==> config.mk <==
export PLATFORM = sky130hd
export DESIGN_NAME = vc_input_unit
export DESIGN_NICKNAME = d
export VERILOG_FILES = /design/src/rtl/vc_input_unit.sv
export SDC_FILE = /design/constraint.sdc
export NUM_CORES = 1
export LEC_CHECK = 0
export ABC_AREA = 1
export BUFFER_PORTS_ARGS = -buffer_cell sky130_fd_sc_hd__buf_2
export CAP_MARGIN = 20
export CORE_MARGIN = 1
export CORE_UTILIZATION = 51
export DETAILED_ROUTE_END_ITERATION = 10
export GPL_TIMING_DRIVEN = 1
export PLACE_DENSITY = 0.7
export SKIP_LAST_GASP = 1
export SYNTH_ARGS = -nofsm -noshare
export SYNTH_HDL_FRONTEND = slang
export SYNTH_SLANG_ARGS = --single-unit
==> constraint.sdc <==
create_clock -name clk -period 7.1 [get_ports clk]
set_input_delay 1.065 -clock clk [delete_from_list [all_inputs] [get_ports clk]]
set_output_delay 1.065 -clock clk [all_outputs]
set_load 0.1 [all_outputs]
==> src/rtl/vc_input_unit.sv <==
module vc_input_unit #(
  parameter int NUM_VC = 2,
  parameter int DEPTH  = 4,
  parameter int DW     = 8,
  parameter int CW     = 2,
  parameter int MY_X   = 1,
  parameter int MY_Y   = 1,
  localparam int VCW   = (NUM_VC > 1) ? $clog2(NUM_VC) : 1,
  localparam int PW    = (DEPTH > 1) ? $clog2(DEPTH) : 1,
  localparam int CNTW  = $clog2(DEPTH + 1)
) (
  input  logic                clk,
  input  logic                rst_n,
  input  logic                in_valid,
  input  logic [VCW-1:0]      in_vc,
  input  logic [1:0]          in_type,
  input  logic [DW-1:0]       in_data,
  output logic [NUM_VC-1:0]   va_req,
  output logic [3*NUM_VC-1:0] va_port,
  input  logic [NUM_VC-1:0]   va_gnt,
  input  logic [VCW-1:0]      va_gnt_vc,
  input  logic [NUM_VC-1:0]   sa_credit,
  output logic [NUM_VC-1:0]   sa_req,
  input  logic [NUM_VC-1:0]   sa_gnt,
  output logic                st_valid,
  output logic [DW-1:0]       st_data,
  output logic [1:0]          st_type,
  output logic [2:0]          st_port,
  output logic [VCW-1:0]      st_vc,
  output logic [2*NUM_VC-1:0] vc_state,
  output logic                err
);
  localparam int FW = DW + 2;
  localparam logic [1:0] S_IDLE = 2'd0, S_RC = 2'd1, S_VA = 2'd2, S_ACT = 2'd3;

  logic [FW-1:0]   mem   [NUM_VC][DEPTH];
  logic [PW-1:0]   rdp   [NUM_VC];
  logic [PW-1:0]   wrp   [NUM_VC];
  logic [CNTW-1:0] cnt   [NUM_VC];
  logic [1:0]      st    [NUM_VC];
  logic [2:0]      oport [NUM_VC];
  logic [VCW-1:0]  ovc   [NUM_VC];
  logic [FW-1:0]   front [NUM_VC];
  logic [NUM_VC-1:0] push, pop;
  logic [VCW-1:0]  sel;
  logic            any_pop, overflow;

  function automatic logic [2:0] xy_route(input logic [DW-1:0] d);
    logic [CW-1:0] dx, dy;
    dx = d[2*CW-1:CW];
    dy = d[CW-1:0];
    if (dx > CW'(MY_X))      return 3'd1;
    else if (dx < CW'(MY_X)) return 3'd2;
    else if (dy > CW'(MY_Y)) return 3'd3;
    else if (dy < CW'(MY_Y)) return 3'd4;
    else                     return 3'd0;
  endfunction

  function automatic logic [PW-1:0] bump(input logic [PW-1:0] p);
    return (p == PW'(DEPTH - 1)) ? '0 : p + PW'(1);
  endfunction

  always_comb begin
    sel = '0;
    for (int v = NUM_VC - 1; v >= 0; v--) begin
      front[v]          = mem[v][rdp[v]];
      va_req[v]         = (st[v] == S_VA);
      sa_req[v]         = (st[v] == S_ACT) && (cnt[v] != '0) && sa_credit[v];
      va_port[3*v +: 3] = oport[v];
      vc_state[2*v +: 2] = st[v];
      if (sa_gnt[v] && sa_req[v]) sel = VCW'(v);
    end
    any_pop = |(sa_gnt & sa_req);
    pop = '0;
    if (any_pop) pop[sel] = 1'b1;
    overflow = 1'b0;
    for (int v = 0; v < NUM_VC; v++) begin
      push[v] = in_valid && (in_vc == VCW'(v)) &&
                ((cnt[v] != CNTW'(DEPTH)) || pop[v]);
      if (in_valid && (in_vc == VCW'(v)) && (cnt[v] == CNTW'(DEPTH)) && !pop[v])
        overflow = 1'b1;
    end
  end

  always_ff @(posedge clk) begin
    if (!rst_n) begin
      for (int v = 0; v < NUM_VC; v++) begin
        rdp[v]   <= '0;
        wrp[v]   <= '0;
        cnt[v]   <= '0;
        st[v]    <= S_IDLE;
        oport[v] <= '0;
        ovc[v]   <= '0;
      end
      st_valid <= 1'b0;
      st_data  <= '0;
      st_type  <= '0;
      st_port  <= '0;
      st_vc    <= '0;
      err      <= 1'b0;
    end else begin
      for (int v = 0; v < NUM_VC; v++) begin
        if (push[v]) begin
          mem[v][wrp[v]] <= {in_type, in_data};
          wrp[v] <= bump(wrp[v]);
        end
        if (pop[v]) rdp[v] <= bump(rdp[v]);
        cnt[v] <= cnt[v] + CNTW'(push[v]) - CNTW'(pop[v]);
        case (st[v])
          S_IDLE: if ((cnt[v] != '0) && front[v][DW]) st[v] <= S_RC;
          S_RC: begin
            oport[v] <= xy_route(front[v][DW-1:0]);
            st[v]    <= S_VA;
          end
          S_VA: if (va_gnt[v]) begin
            ovc[v] <= va_gnt_vc;
            st[v]  <= S_ACT;
          end
          default: if (pop[v] && front[v][DW+1]) st[v] <= S_IDLE;
        endcase
      end
      st_valid <= any_pop;
      if (any_pop) begin
        st_data <= front[sel][DW-1:0];
        st_type <= front[sel][DW+1:DW];
        st_port <= oport[sel];
        st_vc   <= ovc[sel];
      end
      err <= err | overflow;
    end
  end
endmodule

==> results of run 1 <==
==> registers in the layout, summed over array words and instances, names as in the netlist, 3 cells and up <==
| signal | cells |
|---|---|
| cnt | 6 |
| mem | 80 |
| oport | 6 |
| rdp | 4 |
| st | 4 |
| st_data | 8 |
| st_port | 3 |
| wrp | 4 |
==> final timing paths <==
path | from | to | slack [ns]
worst max register to register | st[0][0] | cnt[0][5] | 4.44
worst min-delay path | cnt[0][2] | cnt[0][2] | 0.46
worst min register to register | cnt[0][2] | cnt[0][2] | 0.46
worst max-delay path | sa_credit[1] | sa_req[1] | 4.20
==> cell usage after synthesis <==
| cell type | instances | area (sq um) |
|---|---|---|
| o21ai_0 | 41 | 205 |
| nand2_1 | 98 | 368 |
| nand4_1 | 1 | 6.26 |
| o22ai_1 | 10 | 62.6 |
| nor2_2 | 3 | 18.8 |
| inv_2 | 2 | 7.51 |
| or2_2 | 1 | 6.26 |
| nor3b_1 | 3 | 22.5 |
| nor2_1 | 69 | 259 |
| nor3_1 | 6 | 30.0 |
| nand2_4 | 2 | 22.5 |
| nand3_2 | 1 | 10.0 |
| dfxtp_1 | 22 | 440 |
| a21boi_0 | 1 | 7.51 |
| nand2_2 | 3 | 18.8 |
| xor2_1 | 2 | 17.5 |
| fa_1 | 2 | 40.0 |
| ha_1 | 14 | 175 |
| clkinv_1 | 3 | 11.3 |
| nand3_1 | 26 | 130 |
| buf_4 | 1 | 7.51 |
| clkbuf_1 | 5 | 18.8 |
| buf_2 | 7 | 35.0 |
| edfxtp_1 | 100 | 3000 |
| o21ai_1 | 3 | 15.0 |
| inv_1 | 57 | 214 |
| nand3_4 | 1 | 17.5 |
| a31oi_1 | 3 | 18.8 |
| o211ai_1 | 1 | 7.51 |
| clkbuf_8 | 1 | 13.8 |
| buf_6 | 1 | 11.3 |
| a21oi_1 | 10 | 50.1 |
==> layout make-up <==
| cell class | instances | area (sq um) |
|---|---|---|
| tap | 133 | 166 |
| clock inverter | 14 | 181 |
| multi-input combinational | 301 | 1510 |
| timing repair buffer | 53 | 277 |
| inverter | 62 | 233 |
| sequential | 122 | 3440 |
| clock buffer | 18 | 428 |
| fill | 766 | 3670 |
==> routing by layer <==
layer,wire length [um],global-route usage,share of wire,vias up
li1,-,-,-,1795
met1,5110,0.300,0.44,1720
met2,5490,0.372,0.48,161
met3,707,0.0516,0.061,21
met4,186,0.0786,0.016,0
met5,0,0,0,-
==> through the flow <==
step	area (sq um)	instances	util
2_1_floorplan	5270	500	-
3_3_place_gp	5610	669	0.566
3_5_place_dp	5610	669	0.566
4_1_cts	6220	701	0.628
5_1_grt	6240	703	0.629
6_report	6240	703	0.629
==> worst max-delay path, delay by kind of cell <==
kind          cells  cell delay [ns]
simple gates      2             0.17
buf+inv           4             0.60
==> power breakdown <==
part | internal (W) | switching [W]
combinational | 0.0000543 | 0.000232
clock | 0.000552 | 0.000322
sequential | 0.000812 | 0.0000234
total | 0.00142 | 0.000577
==> cell families after synthesis <==
kind of cell | count (synthesis) | share of synthesized area
AO/OA/AOI/OAI | 69 | 0.0695
flip-flops | 122 | 0.653
adder cells (fa/ha/maj) | 16 | 0.0408
AND/OR/NAND/NOR | 214 | 0.173
XOR/XNOR | 2 | 0.00332
buffers and inverters | 77 | 0.0605
==> results.json, run 1 <==
{
  "layout_commonest_cell": "edfxtp_1",
  "setup_viol": 0,
  "fin_crit_ns": 2.90,
  "fin_crit_sh": 0.409,
  "grt_start_max_net_pins": 30,
  "post-dp-hpwl_um": 7460,
  "grt_pass1_vias": 3659,
  "htree_num_levels": 4,
  "syn_nets": 537,
  "fin_skew_ns": 0.00817,
  "numCtsBuffers": 17,
  "post-place-ws_ns": 3.72,
  "core.rowCount": 36,
  "grt-ovfl-total": 0,
  "netlist_instances": 500,
  "antenna_cells": 0,
  "cts_tree": "done",
  "worstSetupPathType": "in2out",
  "maxCapViolCount": 0,
  "remaining_drc_errors": 0,
  "clock_path_buffers": 2,
  "worst_ir_drop_vdd_uv": 268,
  "slowest_delay_ns": 0.42,
  "hold_path.class": "reg2reg",
  "slew_headroom": 0.280,
  "grt_pass1_wl_um": 18400,
  "clkSlewWorstSetupHoldPaths_ns": 0.06,
  "viasPerCell": 5.26,
  "wl_per_cell_um": 16.4,
  "crit_chain": "buf_2 > inv_1 > nor2_1 > nand2_1 > inv_1 > buf_2",
  "total_power_w": 0.00200,
  "p_per_area_mw_per_mm2": 320,
  "syn-mean-instance-area_sq_um": 10.5,
  "mostFrequentLayoutCells": "100 x edfxtp_1, 98 x nand2_1, 69 x nor2_1, 57 x inv_1, 50 x buf_2",
  "cp_max_fo": 2,
  "postCtsSetupBuffers": 0,
  "crit_path_end_kind": "output pin",
  "clock_sinks": 122,
  "cp.required_ns": 6.03,
  "final_nets": 594,
  "start_util": 0.532,
  "yosysWarnings": 0,
  "syn-cell-area_sq_mm": 0.00527,
  "drv_slew": 0,
  "grt_use_total": 0.227,
  "areaGrowthSynthToFinish_pct": 18.3,
  "clk_latency_ns": 0.51,
  "ys_types": 32,
  "hold_path_depth": 1,
  "leakage_nw": 2.62,
  "fin_tns_setup_ns": 0,
  "ant_nets": 0,
  "rsz0062_at_grt": "false",
  "drive_gt1_frac": 0.172,
  "dr.pass1.iters": 7,
  "antenna_found_initial": 0,
  "synth_seq_area_share": 0.653,
  "wirelength_um": 11500,
  "die-area_sq_mm": 0.0107,
  "finalWeightedCongestion": 0.821,
  "vias": 3697,
  "postCtsHoldBufs": 0,
  "critPathSlowestCell": "buf_2",
  "holdWs_ns": 0.456,
  "die_w_um": 104,
  "fmaxAchievable_mhz": 345,
  "post_cts_resized": 0,
  "clockRootBuffer": "clkbuf_8",
  "ioPinCount": 51,
  "setup_ws_ns": 4.20,
  "drt_iter0_markers": 355,
  "worst_slew_pin_slew_ns": 1.08,
  "die_h_um": 104,
  "outcome": "completed",
  "timing.critical_path.from_type": "primary input",
  "numPortBuffers": 50,
  "ys_ff_latch": 122,
  "core_area_sq_mm": 0.00991,
  "cp.arrival_ns": 1.84,
  "r2r_cells": 11,
  "hold_viol_final": 0
}
Power figures use the tool's default switching activity.
==> run 2: changes to the inputs <==
--- a/config.mk
+++ b/config.mk
@@ -12,7 +12,7 @@
 export CORE_UTILIZATION = 51
 export DETAILED_ROUTE_END_ITERATION = 10
 export GPL_TIMING_DRIVEN = 1
-export PLACE_DENSITY = 0.7
+export PLACE_DENSITY = 0.73
 export SKIP_LAST_GASP = 1
 export SYNTH_ARGS = -nofsm -noshare
 export SYNTH_HDL_FRONTEND = slang
==> constraint.sdc (replaced) <==
create_clock -name clk -period 2.55 [get_ports clk]
set_input_delay 0.3825 -clock clk [delete_from_list [all_inputs] [get_ports clk]]
set_output_delay 0.3825 -clock clk [all_outputs]
set_load 0.1 [all_outputs]
==> run 2 against run 1 <==
Against the previous run: routed wire length grew 0.10%; total power grew to 2.7 times the previous value; sequential share of layout area shrank 1.4 points; non-clock buffer count grew 17; die area is the same; largest cell class unchanged; critical path depth grew 6; hold slack lost 0.30 ns; critical path type is now reg2reg; count of clock-buffer cells in the layout is the same; clock power grew to 2.7 times the previous value; sequential power grew to 2.8 times the previous value.
==> results.json, run 2 (synthesis gave the netlist of run 1 again) <==
{
  "p_per_area_mw_per_mm2": 856,
  "grt_start_max_net_pins": 22,
  "fin_skew_ns": 0.00821,
  "drt_iter0_markers": 271,
  "cp.arrival_ns": 2.82,
  "hold_viol_final": 0,
  "layout_commonest_cell": "edfxtp_1",
  "numCtsBuffers": 17,
  "slowest_delay_ns": 0.41,
  "antenna_found_initial": 0,
  "grt_pass1_vias": 3694,
  "maxCapViolCount": 0,
  "htree_num_levels": 4,
  "grt_pass1_wl_um": 18300,
  "postCtsSetupBuffers": 0,
  "seq_area_sq_mm": 0.00344,
  "die_w_um": 104,
  "placed_cells": 688,
  "vias": 3825,
  "fin_crit_sh": 0.935,
  "start_util": 0.532,
  "fin_tns_setup_ns": 0,
  "final_nets": 611,
  "timing.critical_path.from_type": "flip-flop",
  "hold_path.class": "in2reg",
  "mostFrequentLayoutCells": "100 x edfxtp_1, 98 x nand2_1, 59 x nor2_1, 55 x inv_1, 50 x buf_2",
  "leakage_nw": 2.68,
  "utilization": 0.646,
  "ant_nets": 0,
  "dr.pass1.iters": 5,
  "worstSetupPathType": "reg2reg",
  "rsz0062_at_grt": "false",
  "clkSlewWorstSetupHoldPaths_ns": 0.06,
  "ioPinCount": 51,
  "wl_per_cell_um": 16.0,
  "n_fill_cell": 779,
  "fmaxAchievable_mhz": 420,
  "critPathSlowestCell": "fa_1",
  "antenna_cells": 0,
  "grt_use_total": 0.225,
  "cp.required_ns": 2.99,
  "cp_max_fo": 10,
  "clock_sinks": 122,
  "drv_slew": 0,
  "setup_viol": 0,
  "largest_reg_flops": 80,
  "clock_path_buffers": 2,
  "worst_slew_pin_slew_ns": 0.533,
  "core_area_sq_mm": 0.00991,
  "grt-ovfl-total": 0,
  "postCtsHoldBufs": 0,
  "viasPerCell": 5.31,
  "slew_headroom": 0.645,
  "fin_crit_ns": 2.38,
  "crit_chain": "nand2_1 > nor2_2 > nand3_2 > clkinv_4 > ha_1 > inv_1 > ha_1 > inv_1 > fa_1 > xor2_1 > o21ai_0 > a21oi_1",
  "worst_ir_drop_vdd_uv": 464,
  "holdWs_ns": 0.159,
  "post_cts_resized": 0,
  "multi_input_area_sq_mm": 0.00157,
  "clockRootBuffer": "clkbuf_8",
  "remaining_drc_errors": 0,
  "wirelength_um": 11500,
  "finalWeightedCongestion": 0.804,
  "core.rowCount": 36,
  "fin_cells": 720,
  "post-dp-hpwl_um": 7810,
  "drive_gt1_frac": 0.221,
  "outcome": "completed",
  "die_h_um": 104,
  "cts_tree": "done",
  "areaGrowthSynthToFinish_pct": 21.5,
  "clk_latency_ns": 0.52,
  "die-area_sq_mm": 0.0107,
  "numPortBuffers": 50,
  "crit_path_end_kind": "flip-flop"
}
run 2: layout make-up:
class	instances	share of cell area
inverters	62	0.0377
clock buffers	18	0.0653
multi-input cells	301	0.245
flip-flops and latches	122	0.538
repair buffers	70	0.0625
well taps	133	0.0260
clock inverters	14	0.0258
run 2: metal layers:
layer | global-route usage | part of all wire | vias up
met5 | 0 | 0 | -
met4 | 0.0898 | 0.019 | 0
met2 | 0.381 | 0.50 | 139
met3 | 0.0503 | 0.064 | 22
met1 | 0.282 | 0.41 | 1833
li1 | - | - | 1831
run 2: worst paths after layout:
kind	from	to	slack, ns	cells after the start
hold / removal	in_type[1]	mem[0][69]	0.16	1
setup reg to reg	st[0][0]	cnt[0][2]	0.17	12
setup / recovery	st[0][0]	cnt[0][2]	0.17	12
hold reg to reg	st_vc	st_vc	0.47	2
run 2: through the flow:
stage               power, W  setup slack (ns)  area, sq um
detailed placement   0.00320             0.163         5820
floorplan            0.00302            -0.319         5340
global route         0.00565           0.00156         6400
finish               0.00548             0.167         6400
CTS                  0.00550             0.108         6400
global placement     0.00318             0.273         5820
run 2: power breakdown:
group | switching [W] | internal [W]
logic | 0.000673 | 0.000175
clock network | 0.000904 | 0.00141
registers | 0.0000587 | 0.00226
run 2: worst max-delay path, delay by kind of cell, from the launching register on:
family,cells,cell delay (ns)
adders and majority gates,3,0.81
DFF,1,0.40
xor gates and xnor gates,1,0.18
buffers and inverters,3,0.27
AOI/OAI and AO/OA,2,0.26
and+or+nand+nor,3,0.41
==> run 3: changes to the inputs <==
--- a/config.mk
+++ b/config.mk
@@ -8,7 +8,7 @@
 export ABC_AREA = 1
 export BUFFER_PORTS_ARGS = -buffer_cell sky130_fd_sc_hd__buf_2
 export CAP_MARGIN = 20
-export CORE_MARGIN = 1
+export CORE_MARGIN = 4
 export CORE_UTILIZATION = 51
 export DETAILED_ROUTE_END_ITERATION = 10
 export GPL_TIMING_DRIVEN = 1
==> run 3 against run 2 <==
Against the previous run: setup slack better by 0.090 ns; count of clock-buffer cells in the layout grew 1; register-to-register slack gained 0.09 ns; design area decreased by 0.39%; clock power down 5%; routed wire length decreased by 2.0%; first-iteration DRC count down 5.9%; flip-flop and latch count is the same; critical path type unchanged; largest cell class unchanged; highest routed layer unchanged.
==> results.json, run 3 (synthesis gave the netlist of run 1 again) <==
{
  "outcome": "completed",
  "cp.arrival_ns": 2.69,
  "post_cts_resized": 0,
  "drive_gt1_frac": 0.217,
  "numPortBuffers": 50,
  "slew_headroom": 0.648,
  "final_nets": 610,
  "grt_pass1_wl_um": 18200,
  "use_met3": 0.0517,
  "hold_path.class": "in2reg",
  "areaGrowthSynthToFinish_pct": 21.0,
  "gr-max-usage-layer": "met2",
  "ant_nets": 0,
  "antenna_found_initial": 0,
  "worstReg2RegEnd": "cnt[0][2]",
  "largest_reg_flops": 80,
  "critical_path.top_delay_family": "adder cells",
  "setup_ws_ns": 0.256,
  "viasPerCell": 5.13,
  "critPathLaunch": "st[0][0]",
  "htree_num_levels": 4,
  "fin_skew_ns": 0.00903,
  "grt_start_max_net_pins": 22,
  "cts_tree": "done",
  "crit_chain": "nand2_1 > nor2_2 > nand3_4 > clkinv_4 > ha_1 > inv_1 > ha_1 > inv_1 > fa_1 > xor2_2 > o21ai_0 > a21oi_1",
  "wl_per_cell_um": 15.7,
  "postCtsHoldBufs": 0,
  "crit_path_end_kind": "flip-flop",
  "grt_pass1_vias": 3605,
  "hold_viol_final": 0,
  "die-area_sq_mm": 0.0120,
  "mostFrequentLayoutCells": "100 x edfxtp_1, 98 x nand2_1, 59 x nor2_1, 55 x inv_1, 50 x buf_2",
  "post-place-ws_ns": 0.198,
  "fmaxAchievable_mhz": 436,
  "clockRootBuffer": "clkbuf_8",
  "setup_viol": 0,
  "worst_slew_pin_slew_ns": 0.528,
  "n_fill_cell": 786,
  "core.rowCount": 36,
  "post-dp-hpwl_um": 7850,
  "fin_crit_ns": 2.29,
  "clkSlewWorstSetupHoldPaths_ns": 0.06,
  "hold_end": "mem[0][59]",
  "cp.required_ns": 2.95,
  "vias": 3687,
  "ioPinCount": 51,
  "r2r_cells": 12,
  "start_util": 0.532,
  "fin_crit_sh": 0.899,
  "clock_sinks": 122,
  "hold_path_depth": 1,
  "wirelength_um": 11300,
  "core_area_sq_mm": 0.00991,
  "clk_latency_ns": 0.52,
  "rsz0062_at_grt": "false",
  "remaining_drc_errors": 0,
  "drv_slew": 0,
  "clock_path_buffers": 2,
  "grt_use_total": 0.207,
  "fin_tns_setup_ns": 0,
  "reg2reg_slack_ns": 0.26,
  "drt_iter0_markers": 255,
  "holdWs_ns": 0.149,
  "dr.pass1.iters": 5,
  "critPathSlowestCell": "fa_1",
  "hold_start": "in_type[1]",
  "slowest_delay_ns": 0.42,
  "total_power_w": 0.00537,
  "p_per_area_mw_per_mm2": 842,
  "grt_use_met2": 0.337,
  "r2r-start": "st[0][0]",
  "maxCapViolCount": 0,
  "path_buf_inv": 3,
  "grt-ovfl-total": 0,
  "layout_commonest_cell": "edfxtp_1",
  "timing.critical_path.from_type": "flip-flop",
  "utilization": 0.644,
  "worstSetupPathType": "reg2reg",
  "finalWeightedCongestion": 0.812,
  "postCtsSetupBuffers": 0,
  "die_w_um": 110,
  "numCtsBuffers": 17,
  "antenna_cells": 0,
  "leakage_nw": 2.66,
  "die_h_um": 110,
  "met1_usage": 0.268,
  "worst_ir_drop_vdd_uv": 678,
  "cp_max_fo": 10
}
-- run 3: cell count changes in the layout (fill, tap and decap cells not counted) --
| cell | previous run | this run |
|---|---|---|
| xor2_2 | 0 | 1 |
| inv_6 | 3 | 0 |
| buf_4 | 20 | 19 |
| clkinv_4 | 7 | 4 |
| xor2_1 | 2 | 1 |
| inv_8 | 1 | 0 |
| clkinv_1 | 2 | 4 |
| nand3_4 | 1 | 2 |
| nand3_2 | 1 | 0 |
| clkinv_2 | 0 | 4 |
| clkbuf_1 | 1 | 2 |
-- run 3: how the worst max path moves through the flow --
stage | to | slack (ns) | cells after the start
floorplan | cnt[0][5] | -0.32 | 12
global placement | cnt[0][2] | 0.27 | 13
detailed placement | cnt[0][2] | 0.20 | 13
CTS | cnt[0][2] | 0.19 | 12
global route | cnt[0][2] | 0.01 | 12
finish | cnt[0][2] | 0.26 | 12
-- run 3: where the power goes --
| group | switching (W) | total, W | leakage [nW] | internal [W] |
|---|---|---|---|---|
| Combinational | 0.000675 | 0.000850 | 1.28 | 0.000176 |
| Sequential | 0.0000562 | 0.00232 | 1.11 | 0.00226 |
| Clock | 0.000823 | 0.00220 | 0.266 | 0.00138 |
| Total | 0.00155 | 0.00537 | 2.66 | 0.00381 |
-- run 3: metal layers --
layer	up-vias	part of all wire	wire length (um)
met5	-	0	0
met4	0	0.019	216
met3	27	0.061	685
met2	124	0.50	5590
met1	1709	0.42	4780
li1	1827	-	-
-- run 3: through the flow --
stage,instance area (sq um),cells
2_1_floorplan,5340,500
3_3_place_gp,5810,687
3_5_place_dp,5810,687
4_1_cts,6360,719
5_1_grt,6380,719
6_report,6380,719
-- run 3: layout make-up --
cell class / count / area (sq um) / share of cell area
clock buffer: 19 / 422 / 0.0661
clock inverter: 13 / 129 / 0.0202
inverter: 62 / 241 / 0.0379
multi-input combinational: 301 / 1580 / 0.248
sequential: 122 / 3440 / 0.540
tap: 133 / 166 / 0.0261
timing repair buffer: 69 / 393 / 0.0616
